### src/rtl/mtmr_pkg.sv
// Shared constants for the prescaled match timer: word addresses of the
// register bus and the layout of the per-match action bits.
// Assumes a word-addressed bus at least 5 bits wide.
package mtmr_pkg;
    localparam int unsigned A_FLAGS   = 0;
    localparam int unsigned A_CTRL    = 1;
    localparam int unsigned A_TC      = 2;
    localparam int unsigned A_PR      = 3;
    localparam int unsigned A_PC      = 4;
    localparam int unsigned A_MCR     = 5;
    localparam int unsigned A_MR_BASE = 8;

    localparam int unsigned ACT_PER_MATCH = 3;
    localparam int unsigned ACT_INT  = 0;
    localparam int unsigned ACT_RST  = 1;
    localparam int unsigned ACT_STOP = 2;

    localparam int unsigned CTRL_EN  = 0;
    localparam int unsigned CTRL_CLR = 1;
endpackage

### src/rtl/mtmr_prescaler.sv
// Prescale counter. Counts clocks while enabled and emits a one-clock tick
// when its value is at or above the prescale limit, then wraps to zero.
// Assumes the clear input overrides bus writes and that bus writes override counting.
module mtmr_prescaler #(
    parameter int unsigned CNT_W = 32
) (
    input  logic             clk,
    input  logic             rst_n,
    input  logic             run,
    input  logic             clr,
    input  logic [CNT_W-1:0] limit,
    input  logic             wr_load,
    input  logic [CNT_W-1:0] wr_data,
    output logic [CNT_W-1:0] pc,
    output logic             tick
);
    // Tick when the limit is reached; a load in the same cycle suppresses it.
    assign tick = run && !clr && !wr_load && (pc >= limit);

    // Prescale count register.
    always_ff @(posedge clk) begin
        if (!rst_n) begin
            pc <= '0;
        end else if (clr) begin
            pc <= '0;
        end else if (wr_load) begin
            pc <= wr_data;
        end else if (tick) begin
            pc <= '0;
        end else if (run) begin
            pc <= pc + CNT_W'(1);
        end
    end
endmodule

### src/rtl/mtmr_counter.sv
// Timer counter. Steps once per prescale tick. A restart request loads
// zero and a halt request holds the value. Assumes at most one tick per clock.
module mtmr_counter #(
    parameter int unsigned CNT_W = 32
) (
    input  logic             clk,
    input  logic             rst_n,
    input  logic             clr,
    input  logic             tick,
    input  logic             hit_rst,
    input  logic             hit_stop,
    input  logic             wr_load,
    input  logic [CNT_W-1:0] wr_data,
    output logic [CNT_W-1:0] tc
);
    // Timer count register; priority is clear, bus load, then the tick actions.
    always_ff @(posedge clk) begin
        if (!rst_n) begin
            tc <= '0;
        end else if (clr) begin
            tc <= '0;
        end else if (wr_load) begin
            tc <= wr_data;
        end else if (tick) begin
            if (hit_rst) begin
                tc <= '0;
            end else if (!hit_stop) begin
                tc <= tc + CNT_W'(1);
            end
        end
    end
endmodule

### src/rtl/mtmr_match_bank.sv
// Compare bank. For each match register it detects a tick while the timer
// equals the register. It registers the event as a strobe and latches an
// interrupt flag when the action bit enables it. It also merges the restart
// and halt requests. Assumes the action bits are laid out three per match.
module mtmr_match_bank
    import mtmr_pkg::*;
#(
    parameter int unsigned CNT_W   = 32,
    parameter int unsigned N_MATCH = 7
) (
    input  logic                            clk,
    input  logic                            rst_n,
    input  logic                            tick,
    input  logic [CNT_W-1:0]                tc,
    input  logic [N_MATCH-1:0][CNT_W-1:0]   mr,
    input  logic [ACT_PER_MATCH*N_MATCH-1:0] mcr,
    input  logic [N_MATCH-1:0]              clr_mask,
    output logic [N_MATCH-1:0]              pulse,
    output logic [N_MATCH-1:0]              flags,
    output logic                            hit_rst,
    output logic                            hit_stop
);
    logic [N_MATCH-1:0] hit;
    logic [N_MATCH-1:0] rst_req;
    logic [N_MATCH-1:0] stop_req;
    logic [N_MATCH-1:0] int_req;

    for (genvar i = 0; i < N_MATCH; i++) begin : g_cmp
        // Per-match event and the actions it requests.
        assign hit[i]      = tick && (tc == mr[i]);
        assign int_req[i]  = hit[i] && mcr[ACT_PER_MATCH*i + ACT_INT];
        assign rst_req[i]  = hit[i] && mcr[ACT_PER_MATCH*i + ACT_RST];
        assign stop_req[i] = hit[i] && mcr[ACT_PER_MATCH*i + ACT_STOP];
    end

    assign hit_rst  = |rst_req;
    assign hit_stop = |stop_req;

    // Registered event strobes, one clock wide.
    always_ff @(posedge clk) begin
        if (!rst_n) begin
            pulse <= '0;
        end else begin
            pulse <= hit;
        end
    end

    // Pending flags: write-one-to-clear, with a new event taking priority.
    always_ff @(posedge clk) begin
        if (!rst_n) begin
            flags <= '0;
        end else begin
            flags <= (flags & ~clr_mask) | int_req;
        end
    end
endmodule

### src/rtl/mtmr_regfile.sv
// Register file and bus decoder. Holds control, prescale, match-control and
// match registers, produces write strobes for the counters and the flag
// clear mask, and muxes read data. Assumes 3*N_MATCH <= CNT_W.
module mtmr_regfile
    import mtmr_pkg::*;
#(
    parameter int unsigned CNT_W   = 32,
    parameter int unsigned N_MATCH = 7,
    parameter int unsigned ADDR_W  = 5
) (
    input  logic                             clk,
    input  logic                             rst_n,
    input  logic                             bus_sel,
    input  logic                             bus_wr,
    input  logic [ADDR_W-1:0]                bus_addr,
    input  logic [CNT_W-1:0]                 bus_wdata,
    input  logic                             hit_stop,
    input  logic [CNT_W-1:0]                 tc,
    input  logic [CNT_W-1:0]                 pc,
    input  logic [N_MATCH-1:0]               flags,
    output logic                             cnt_en,
    output logic                             cnt_clr,
    output logic [CNT_W-1:0]                 pr,
    output logic [ACT_PER_MATCH*N_MATCH-1:0] mcr,
    output logic [N_MATCH-1:0][CNT_W-1:0]    mr,
    output logic [CNT_W-1:0]                 rdata,
    output logic                             wr_tc,
    output logic                             wr_pc,
    output logic [N_MATCH-1:0]               clr_mask
);
    localparam int unsigned MCR_W = ACT_PER_MATCH * N_MATCH;

    logic       wr;
    logic       wr_ctrl;
    logic       wr_pr;
    logic       wr_mcr;
    logic       wr_flags;
    logic [1:0] ctrl_q;

    assign wr       = bus_sel && bus_wr;
    assign wr_ctrl  = wr && (bus_addr == ADDR_W'(A_CTRL));
    assign wr_pr    = wr && (bus_addr == ADDR_W'(A_PR));
    assign wr_mcr   = wr && (bus_addr == ADDR_W'(A_MCR));
    assign wr_flags = wr && (bus_addr == ADDR_W'(A_FLAGS));
    assign wr_tc    = wr && (bus_addr == ADDR_W'(A_TC));
    assign wr_pc    = wr && (bus_addr == ADDR_W'(A_PC));
    assign clr_mask = wr_flags ? bus_wdata[N_MATCH-1:0] : '0;

    assign cnt_en  = ctrl_q[CTRL_EN];
    assign cnt_clr = ctrl_q[CTRL_CLR];

    // Control register; a halt event drops the enable unless the bus writes it.
    always_ff @(posedge clk) begin
        if (!rst_n) begin
            ctrl_q <= '0;
        end else if (wr_ctrl) begin
            ctrl_q <= bus_wdata[1:0];
        end else if (hit_stop) begin
            ctrl_q[CTRL_EN] <= 1'b0;
        end
    end

    // Prescale limit and match-control registers.
    always_ff @(posedge clk) begin
        if (!rst_n) begin
            pr  <= '0;
            mcr <= '0;
        end else begin
            if (wr_pr)  pr  <= bus_wdata;
            if (wr_mcr) mcr <= bus_wdata[MCR_W-1:0];
        end
    end

    for (genvar i = 0; i < N_MATCH; i++) begin : g_mr
        logic wr_mr;
        assign wr_mr = wr && (bus_addr == ADDR_W'(A_MR_BASE + i));
        // Match value register i.
        always_ff @(posedge clk) begin
            if (!rst_n) begin
                mr[i] <= '0;
            end else if (wr_mr) begin
                mr[i] <= bus_wdata;
            end
        end
    end

    // Read data mux; zero when the bus is idle or the word is unmapped.
    always_comb begin
        rdata = '0;
        case (bus_addr)
            ADDR_W'(A_FLAGS): rdata = CNT_W'(flags);
            ADDR_W'(A_CTRL):  rdata = CNT_W'(ctrl_q);
            ADDR_W'(A_TC):    rdata = tc;
            ADDR_W'(A_PR):    rdata = pr;
            ADDR_W'(A_PC):    rdata = pc;
            ADDR_W'(A_MCR):   rdata = CNT_W'(mcr);
            default:          rdata = '0;
        endcase
        for (int i = 0; i < N_MATCH; i++) begin
            if (bus_addr == ADDR_W'(A_MR_BASE + i)) rdata = mr[i];
        end
        if (!bus_sel || bus_wr) rdata = '0;
    end
endmodule

### src/rtl/match_timer.sv
// Top of the prescaled match timer. It connects the register file, the
// prescaler, the timer counter and the compare bank. The interrupt output
// is the OR of the pending flags. Assumes a synchronous active-low reset.
module match_timer
    import mtmr_pkg::*;
#(
    parameter int unsigned CNT_W   = 32,
    parameter int unsigned N_MATCH = 7,
    parameter int unsigned ADDR_W  = 5
) (
    input  logic               clk,
    input  logic               rst_n,
    input  logic               bus_sel,
    input  logic               bus_wr,
    input  logic [ADDR_W-1:0]  bus_addr,
    input  logic [CNT_W-1:0]   bus_wdata,
    output logic [CNT_W-1:0]   bus_rdata,
    output logic               irq,
    output logic [N_MATCH-1:0] match_pulse
);
    localparam int unsigned MCR_W = ACT_PER_MATCH * N_MATCH;

    logic                          cnt_en;
    logic                          cnt_clr;
    logic [CNT_W-1:0]              pr_q;
    logic [MCR_W-1:0]              mcr_q;
    logic [N_MATCH-1:0][CNT_W-1:0] mr_q;
    logic [CNT_W-1:0]              tc_q;
    logic [CNT_W-1:0]              pc_q;
    logic [N_MATCH-1:0]            flags_q;
    logic [N_MATCH-1:0]            clr_mask;
    logic                          wr_tc;
    logic                          wr_pc;
    logic                          tick;
    logic                          hit_rst;
    logic                          hit_stop;

    mtmr_regfile #(.CNT_W(CNT_W), .N_MATCH(N_MATCH), .ADDR_W(ADDR_W)) u_regs (
        .clk(clk), .rst_n(rst_n),
        .bus_sel(bus_sel), .bus_wr(bus_wr), .bus_addr(bus_addr), .bus_wdata(bus_wdata),
        .hit_stop(hit_stop), .tc(tc_q), .pc(pc_q), .flags(flags_q),
        .cnt_en(cnt_en), .cnt_clr(cnt_clr), .pr(pr_q), .mcr(mcr_q), .mr(mr_q),
        .rdata(bus_rdata), .wr_tc(wr_tc), .wr_pc(wr_pc), .clr_mask(clr_mask)
    );

    mtmr_prescaler #(.CNT_W(CNT_W)) u_pre (
        .clk(clk), .rst_n(rst_n), .run(cnt_en), .clr(cnt_clr), .limit(pr_q),
        .wr_load(wr_pc), .wr_data(bus_wdata), .pc(pc_q), .tick(tick)
    );

    mtmr_counter #(.CNT_W(CNT_W)) u_cnt (
        .clk(clk), .rst_n(rst_n), .clr(cnt_clr), .tick(tick),
        .hit_rst(hit_rst), .hit_stop(hit_stop),
        .wr_load(wr_tc), .wr_data(bus_wdata), .tc(tc_q)
    );

    mtmr_match_bank #(.CNT_W(CNT_W), .N_MATCH(N_MATCH)) u_match (
        .clk(clk), .rst_n(rst_n), .tick(tick), .tc(tc_q), .mr(mr_q), .mcr(mcr_q),
        .clr_mask(clr_mask), .pulse(match_pulse), .flags(flags_q),
        .hit_rst(hit_rst), .hit_stop(hit_stop)
    );

    // Interrupt line: any pending flag.
    assign irq = |flags_q;
endmodule

### config.mk
export PLATFORM = sky130hd
export DESIGN_NAME = match_timer
export DESIGN_NICKNAME = d
export VERILOG_FILES = /design/src/rtl/mtmr_pkg.sv /design/src/rtl/mtmr_prescaler.sv /design/src/rtl/mtmr_counter.sv /design/src/rtl/mtmr_match_bank.sv /design/src/rtl/mtmr_regfile.sv /design/src/rtl/match_timer.sv
export SDC_FILE = /design/constraint.sdc
export NUM_CORES = 1
export LEC_CHECK = 0
export ABC_AREA = 0
export BUFFER_PORTS_ARGS = -buffer_cell sky130_fd_sc_hd__buf_4
export CORE_ASPECT_RATIO = 0.8
export CORE_MARGIN = 2
export CORE_UTILIZATION = 50
export DETAILED_ROUTE_END_ITERATION = 6
export PLACE_DENSITY = 0.67
export SETUP_SLACK_MARGIN = 0.1
export SLEW_MARGIN = 20
export SYNTH_ARGS = -nofsm -noshare
export SYNTH_HDL_FRONTEND = slang
export SYNTH_SLANG_ARGS = --single-unit
### constraint.sdc
create_clock -name clk -period 4.5 [get_ports clk]
set_input_delay 0.225 -clock clk [delete_from_list [all_inputs] [get_ports clk]]
set_output_delay 0.225 -clock clk [all_outputs]
set_load 0.01 [all_outputs]
Word level (Yosys, flattened, before mapping). Cells that the tools add are included. Widths: inputs -> output; s select.

Bits of input ports: 41. Flip-flop bits (word level): 357. Word-level logic and storage cells: 119.

Eq/ne operators: 20. $lt $le $gt $ge: 1. Multiplexer cells: 19. Add/subtract/negate cells: 2. Reductions and logical operators: 58. Bitwise operators: 4.

Operator list (count): $mux 32 (15); $eq 32x32->1 (7); $pmux 32 s6 (1); $add 32x1->32 const B (2); $logic_and 1x1->1 (45); $eq 5x4->1 const B (7); $ge 32x32->1 (1); $reduce_or 7->1 (3); $eq 5x2->1 const B (2); $eq 5x3->1 const B (2); $and 7x7->7 (1); $mux 7 (1); $not 7->7 (1); $or 7x7->7 (1); $eq 5x1->1 const B (1); $logic_not 5->1 (1); $reduce_bool 2->1 (2); $logic_not 1->1 (3); $ne 3x3->1 const B (1); $reduce_bool 3->1 (1); $mux 1 (2); $reduce_and 2->1 (1); $reduce_or 2->1 (1); $logic_or 1x1->1 (1); $not 1->1 (1).

Longest topological paths before layout. Gate-level depths: netlist (run 1).

Word-level depth: 12. Gate-level depth with buffers: 14.

Hierarchy. Synthesis (run 1) repeated with hierarchy kept, for this count alone.

Cell total of the unflattened synthesis: 3013. Area, all modules: 22771.8 µm².

By module, submodules not included: mtmr_regfile (cells each 1906, seq. area each 5585.4 µm², area an instance 14350.0 µm², instances 1); mtmr_match_bank (cells each 411, seq. area each 280.3 µm², area an instance 3218.1 µm², instances 1); mtmr_prescaler (cells each 405, seq. area each 640.6 µm², area an instance 2955.3 µm², instances 1); mtmr_counter (cells each 288, seq. area each 640.6 µm², area an instance 2233.4 µm², instances 1); match_timer (cells each 3, seq. area each 0.0 µm², area an instance 15.0 µm², instances 1).

Worst setup path before layout (run 1). Ideal clock, no wire load.

Kind: reg-to-reg. From: register u_regs.pr[30]. To: register u_cnt.tc[6]. Cell stages (with the launch flop): 13. Buffers on the path: 2. Library setup time: 103 ps. Slack: 1796 ps. Arrival time: 2601 ps. Period minus slack after synthesis: 2704 ps. Cells stage by stage: dfxtp_1 -> inv_1 -> ha_1 -> nand4_1 -> or4_1 -> a31oi_1 -> nor2_1 -> or2_1 -> clkbuf_1 -> o21ai_2 -> buf_2 -> a21oi_1 -> a2111oi_2.

Cells in the longest elaborated chain, start to end: 8. Elaborated cells on any way between the ends: 31.

RTL lines: start: declaration (line mtmr_regfile.sv:23) `output logic [CNT_W-1:0] pr,`; start signal: assignment (line mtmr_regfile.sv:69) `if (wr_pr) pr <= bus_wdata;`; $ge 32x32->1 * (line mtmr_prescaler.sv:18) `assign tick = run && !clr && !wr_load && (pc >= limit);`; $logic_and 1x1->1 * (line mtmr_prescaler.sv:18); $logic_and 1x1->1 (line mtmr_match_bank.sv:30) `assign hit[i] = tick && (tc == mr[i]);`; $logic_and 1x1->1 (line mtmr_match_bank.sv:32) `assign rst_req[i] = hit[i] && mcr[ACT_PER_MATCH*i + ACT_RST];`; $reduce_or 7->1 (line mtmr_match_bank.sv:36) `assign hit_rst = |rst_req;`; $mux 32 (line mtmr_counter.sv:25) `if (hit_rst) begin`; $mux 32 (line mtmr_counter.sv:24) `end else if (tick) begin`; $mux 32 (line mtmr_counter.sv:22) `end else if (wr_load) begin`; end signal: assignment (line mtmr_counter.sv:23) `tc <= wr_data;`; end signal: assignment (line mtmr_counter.sv:28) `tc <= tc + CNT_W'(1);`; end: declaration (line mtmr_counter.sv:14) `output logic [CNT_W-1:0] tc`.

Mark *: on every way between the ends. The rest lies on a longest branch, timed or not. The select of a mux whose other input is x is not followed. A chain may end at the register's enable or synchronous reset.

Worst setup path in the final report (run 1).
From: register u_cnt.tc[25]. To: register u_cnt.tc[25].

Cells in the longest elaborated chain, start to end: 7. Elaborated cells on any way between the ends: 37.

RTL lines: branches (longest 7 deep; another with $add 32x1->32).

Several ways; the timed one is not identified. The select of a mux whose other input is x is not followed.

==> impl_metrics.ini, run 1 <==
[status]
outcome = complete, but fails checks
violations = DRC

[placed_design]
dp_hpwl_mm = 61.7
preCtsSetupSlack_ns = 0.920
dpl_cell_area_sq_um = 21300
placed_cells = 3087
gp_congestion = 1.19
port_buffers = 80

[route]
via_count = 20600
via_per_inst = 6.52
antenna_left = 0
drcViolationCount = 15
routedWlPerCell_microns = 27.2
drtPass1Iterations = 7
wl_mm = 85.6
drt-initial-drc-count = 3521

[worst_setup_path]
critPathLaunch = u_cnt.tc[25]
critPathArrivalTime_ns = 4.24
path_max_fanout = 32
path_buf_inv = 2
rr_startpoint = u_cnt.tc[25]
crit_type = flip-flop to flip-flop
crit_chain = buf_4 -> xor2_1 -> nor4_1 -> nand4_1 -> nor2_1 -> a222oi_1 -> a311oi_1 -> o21ai_2 -> buf_4 -> a21boi_0 -> o221a_2
end_kind = flip-flop
crit_required_ns = 4.95
cp_slowest_cell = nor4_1
path_common_cell = buf_4
ff2ff_path_depth = 11
cp.depth = 11
cpPeakStageDelay_ns = 0.74
cp_top_family = simple AND/OR/NAND/NOR gates
start_kind = flip-flop

[cts]
cts_resized = 0
cts_buffers = 39
post-cts-setup-buffer-count = 0
clock_sinks = 357
cts_tree = built
worstSkewPairLatency_ns = 0.55
htreeDepth = 2
cts.path.max_buffers = 3
postCtsHoldBufs = 0
clock-root-buffer = clkbuf_16
path_clk_slew_ns = 0.06

[global_routing]
grt_pass1_vias = 18800
antenna_found_initial = 1
grt.total_usage = 0.396
grt_pass1_wl_mm = 126
gr-total-overflow = 0
grt_max_degree = 234

[sta]
fin_skew_ns = 0.0156
setup-tns-final_ns = 0
worst_slack_ns = 0.704
finalSetupViolCount = 0
hold_violations = 0
fmaxAchievable_mhz = 263
max_slew_margin = 0.222
timing.hold.ws_ns = 0.0202
post-route-period-util = 0.844
rsz0062_at_grt = false
finalMaxSlewViolations = 0
worstMarginPinSlew_ns = 1.17
fin_crit_ns = 3.80

[min_path]
hold_depth = 3
worstHoldStart = bus_wdata[24]
hp-class = input pin to flip-flop

[floorplan]
die_h_microns = 184
boundaryPins = 81
core_sq_um = 40400
die_x_microns = 229
die-area_sq_um = 42300
initial_core_util = 0.503
rows = 66

[yosys]
ys.warnings.count = 0
ys_seq_elements = 357
ys_seq_area_frac = 0.352
synth-async-reset-ratio = 0
postSynthCellCount = 2622
syn-num-nets = 2697
syn_area_per_cell_sq_um = 7.75
ys_types = 72
ys.flop_type = dfxtp_1
synth_edf_count = 0
netlist_area_sq_um = 20300

[layout]
final_common_cell = nand2_1
drive_above_1_share = 0.0998
final_cell_mix = 639 x nand2_1, 357 x dfxtp_1, 281 x a21boi_0
design_area_sq_um = 22600
regArea_sq_um = 7150
synthToLayoutAreaGrowth_pct = 11.0
fin_cells = 3150
antenna_cells = 0
utilization = 0.559
multi_input_area_sq_um = 12100
fin_nets = 2659
nFillCells = 3769

[power_and_ir_drop]
irDropWorstVdd_v = 0.000265
p_total_mw = 7.13
p_leak_nw = 8.90
p_per_area_nw_per_um2 = 316

[job]
maxCapViolations = 0
[where the power goes]
group          leakage (nW)  internal, mW  switching [mW]
clock                 0.635          1.97            1.36
sequential             2.88          3.18          0.0439
combinational          5.39         0.185           0.391
[worst register-to-register path: stages (launching register included)]
cell      delay (ns)
dfxtp_1         0.42
buf_4           0.28
xor2_1          0.25
nor4_1          0.75
nand4_1         0.30
nor2_1          0.32
a222oi_1        0.16
a311oi_1        0.43
o21ai_2         0.07
buf_4           0.26
a21boi_0        0.18
o221a_2         0.28
[Yosys cell counts, types with 5 or more instances]
cell / instances / area (sq um)
and3_1: 31 / 194
a32oi_1: 7 / 61.3
dfxtp_1: 357 / 7150
clkbuf_1: 178 / 668
xor2_1: 236 / 2070
nor2_1: 122 / 458
a221oi_1: 26 / 228
buf_4: 7 / 52.6
xnor2_1: 19 / 166
o21ai_0: 51 / 255
nor3_1: 61 / 305
nor2b_1: 11 / 68.8
nand4_1: 29 / 181
a22oi_1: 87 / 653
nand2_1: 643 / 2410
inv_1: 44 / 165
nor4_1: 61 / 382
nand3_1: 32 / 160
o22ai_1: 21 / 131
a222oi_1: 29 / 290
buf_2: 36 / 180
a31oi_1: 51 / 319
nand2b_1: 5 / 31.3
buf_6: 11 / 124
ha_1: 34 / 425
a22o_1: 7 / 61.3
a211oi_1: 8 / 60.1
a21boi_0: 281 / 2110
a21oi_1: 66 / 330
[path summary, 6_finish.rpt]
check | end | slack [ns]
worst min register to register | u_regs.pr[31] | 0.49
worst max register to register | u_cnt.tc[25] | 0.70
worst max-delay path | u_cnt.tc[25] | 0.70
worst min-delay path | u_regs.mr[216] | 0.02
[flip-flops by register name, summed over array words and instances (netlist names)]
register       cells
u_cnt.tc          32
u_pre.pc          32
u_regs.pr         32
u_match.pulse      7
u_match.flags      7
u_regs.mcr        21
u_regs.ctrl_q      2
u_regs.mr        224
[routing by layer]
| metal | track usage | share of wire | up-vias | wire length (microns) |
|---|---|---|---|---|
| li1 | - | - | 9008 | - |
| met1 | 0.552 | 0.42 | 9817 | 35700 |
| met2 | 0.577 | 0.41 | 1499 | 35000 |
| met3 | 0.118 | 0.13 | 227 | 11300 |
| met4 | 0.140 | 0.041 | 0 | 3500 |
| met5 | 0 | 0 | - | 0 |
[cells by family after synthesis]
logic type | count (synthesis) | synth area share
adder cells (fa/ha/maj) | 34 | 0.0209
XOR/XNOR | 255 | 0.110
multiplexers | 1 | 0.000493
buffers and inverters | 280 | 0.0593
AND/OR/NAND/NOR | 1033 | 0.223
AO/OA/AOI/OAI | 662 | 0.234
flip-flops | 357 | 0.352
[final cells by class]
class / instances / share of cell area
inverter: 44 / 0.00732
tap: 544 / 0.0302
multi-input combinational: 1985 / 0.536
clock buffer: 56 / 0.0520
timing repair buffer: 157 / 0.0530
sequential: 357 / 0.317
clock inverter: 7 / 0.00505
Power figures use the tool's default switching activity.
==> run 2: changes to the inputs <==
==> constraint.sdc (replaced) <==
create_clock -name clk -period 3.7 [get_ports clk]
set_input_delay 0.185 -clock clk [delete_from_list [all_inputs] [get_ports clk]]
set_output_delay 0.185 -clock clk [all_outputs]
set_load 0.01 [all_outputs]
==> impl_metrics.ini, run 2 (synthesized netlist as in run 1, its figures left out) <==
[floorplan]
initial_core_util = 0.503
die_x_microns = 229
die_h_microns = 184
boundaryPins = 81
die-area_sq_um = 42300
rows = 66
core_sq_um = 40400

[layout]
largest_reg_flops = 224
final_common_cell = nand2_1
nFillCells = 3758
fin_nets = 2718
fin_cells = 3214
final_cell_mix = 642 x nand2_1, 356 x dfxtp_1, 281 x a21boi_0
largest_register = u_regs.mr
antenna_cells = 0
design_area_sq_um = 23100
drive_above_1_share = 0.112
utilization = 0.571
synthToLayoutAreaGrowth_pct = 13.5

[worst_setup_path]
start_kind = flip-flop
path_max_fanout = 23
ff2ff_path_depth = 11
end_kind = flip-flop
critPathArrivalTime_ns = 3.93
rr_endpoint = u_cnt.tc[26]
rrSetupSlack_ns = 0.20
crit_type = flip-flop to flip-flop
crit_required_ns = 4.13
rr_startpoint = u_cnt.tc[30]

[job]
maxCapViolations = 0

[min_path]
worstHoldStart = bus_wdata[4]
holdPathEnd = u_regs.mr[132]
hold_depth = 3
hp-class = input pin to flip-flop

[sta]
post-route-period-util = 0.945
setup-tns-final_ns = 0
fin_skew_ns = 0.0347
fin_crit_ns = 3.50
worstMarginPinSlew_ns = 1.08
finalSetupViolCount = 0
timing.hold.ws_ns = 0.00843
max_slew_margin = 0.279
finalMaxSlewViolations = 0
rsz0062_at_grt = true
fmaxAchievable_mhz = 286
hold_violations = 0
worst_slack_ns = 0.204

[cts]
path_clk_slew_ns = 0.06
worstSkewPairLatency_ns = 0.55
cts_buffers = 40
post-cts-setup-buffer-count = 0
clock_sinks = 357
clock-root-buffer = clkbuf_16
htreeDepth = 2
cts_tree = built
cts.path.max_buffers = 3

[placed_design]
preCtsSetupSlack_ns = 0.0768
placed_cells = 3123
dp_hpwl_mm = 63.2
gp_congestion = 1.07
port_buffers = 80
dpl_cell_area_sq_um = 21600

[status]
violations = DRC
outcome = complete, but fails checks

[global_routing]
busiest_layer = met2
grt.total_usage = 0.402
grt.met2_usage = 0.589
grtUsageMet3 = 0.0896
antenna_found_initial = 1
gr-total-overflow = 0
grt_max_degree = 194
grt_pass1_vias = 18600
grt_pass1_wl_mm = 127
met1_usage = 0.585

[route]
drcViolationCount = 7
drtPass1Iterations = 7
via_count = 20600
via_per_inst = 6.41
antenna_left = 0
drt-initial-drc-count = 3262
wl_mm = 86.6
routedWlPerCell_microns = 27.0

[power_and_ir_drop]
irDropWorstVdd_v = 0.000382
p_per_area_nw_per_um2 = 375
p_total_mw = 8.66
p_leak_nw = 9.17
run 2: what timing repair did:
action                     CTS  global route
hold endpoints to repair   124             0
hold buffers                22             0
resized for setup            2             3
setup endpoints to repair    1             4
run 2: layout make-up:
type	count	area (sq um)	share of cell area
Tap cell	544	681	0.0295
Multi-Input combinational cell	1985	12100	0.523
Sequential cell	357	7150	0.310
Clock inverter	10	81.3	0.00352
Timing Repair Buffer	215	1740	0.0752
Clock buffer	59	1190	0.0517
Inverter	44	165	0.00716
run 2: critical path, stage by stage (launching register included):
cell	delay [ns]
dfxtp_1	0.67
xor2_1	0.19
nor4_1	0.57
nand4_1	0.21
nor2_1	0.42
a222oi_1	0.12
and3_1	0.27
buf_4	0.19
nand2_1	0.11
buf_12	0.19
o22ai_1	0.12
nor3_2	0.30
run 2: worst max-delay path by stage:
| stage | startpoint | end |
|---|---|---|
| 4_1_cts | u_cnt.tc[24] | u_cnt.tc[26] |
| 2_1_floorplan | u_regs.pr[30] | u_cnt.tc[6] |
| 5_1_grt | u_cnt.tc[30] | u_cnt.tc[26] |
| 3_5_place_dp | u_cnt.tc[30] | u_cnt.tc[26] |
| 6_report | u_cnt.tc[30] | u_cnt.tc[26] |
| 3_3_place_gp | u_cnt.tc[30] | u_cnt.tc[26] |
run 2: report_power, final:
part	switching [mW]	internal (mW)	leakage, nW	total (mW)
clock network	1.70	2.30	0.632	4.00
logic	0.487	0.256	5.66	0.744
registers	0.0501	3.87	2.88	3.92
total	2.24	6.43	9.17	8.66
run 2: metal layers:
layer  routed length (microns)  part of all wire  vias to the layer above
met5                        12           0.00014                        -
met4                      2820             0.032                        2
li1                          -                 -                     9132
met1                     37500              0.43                     9959
met3                     10400              0.12                      185
met2                     35900              0.41                     1332
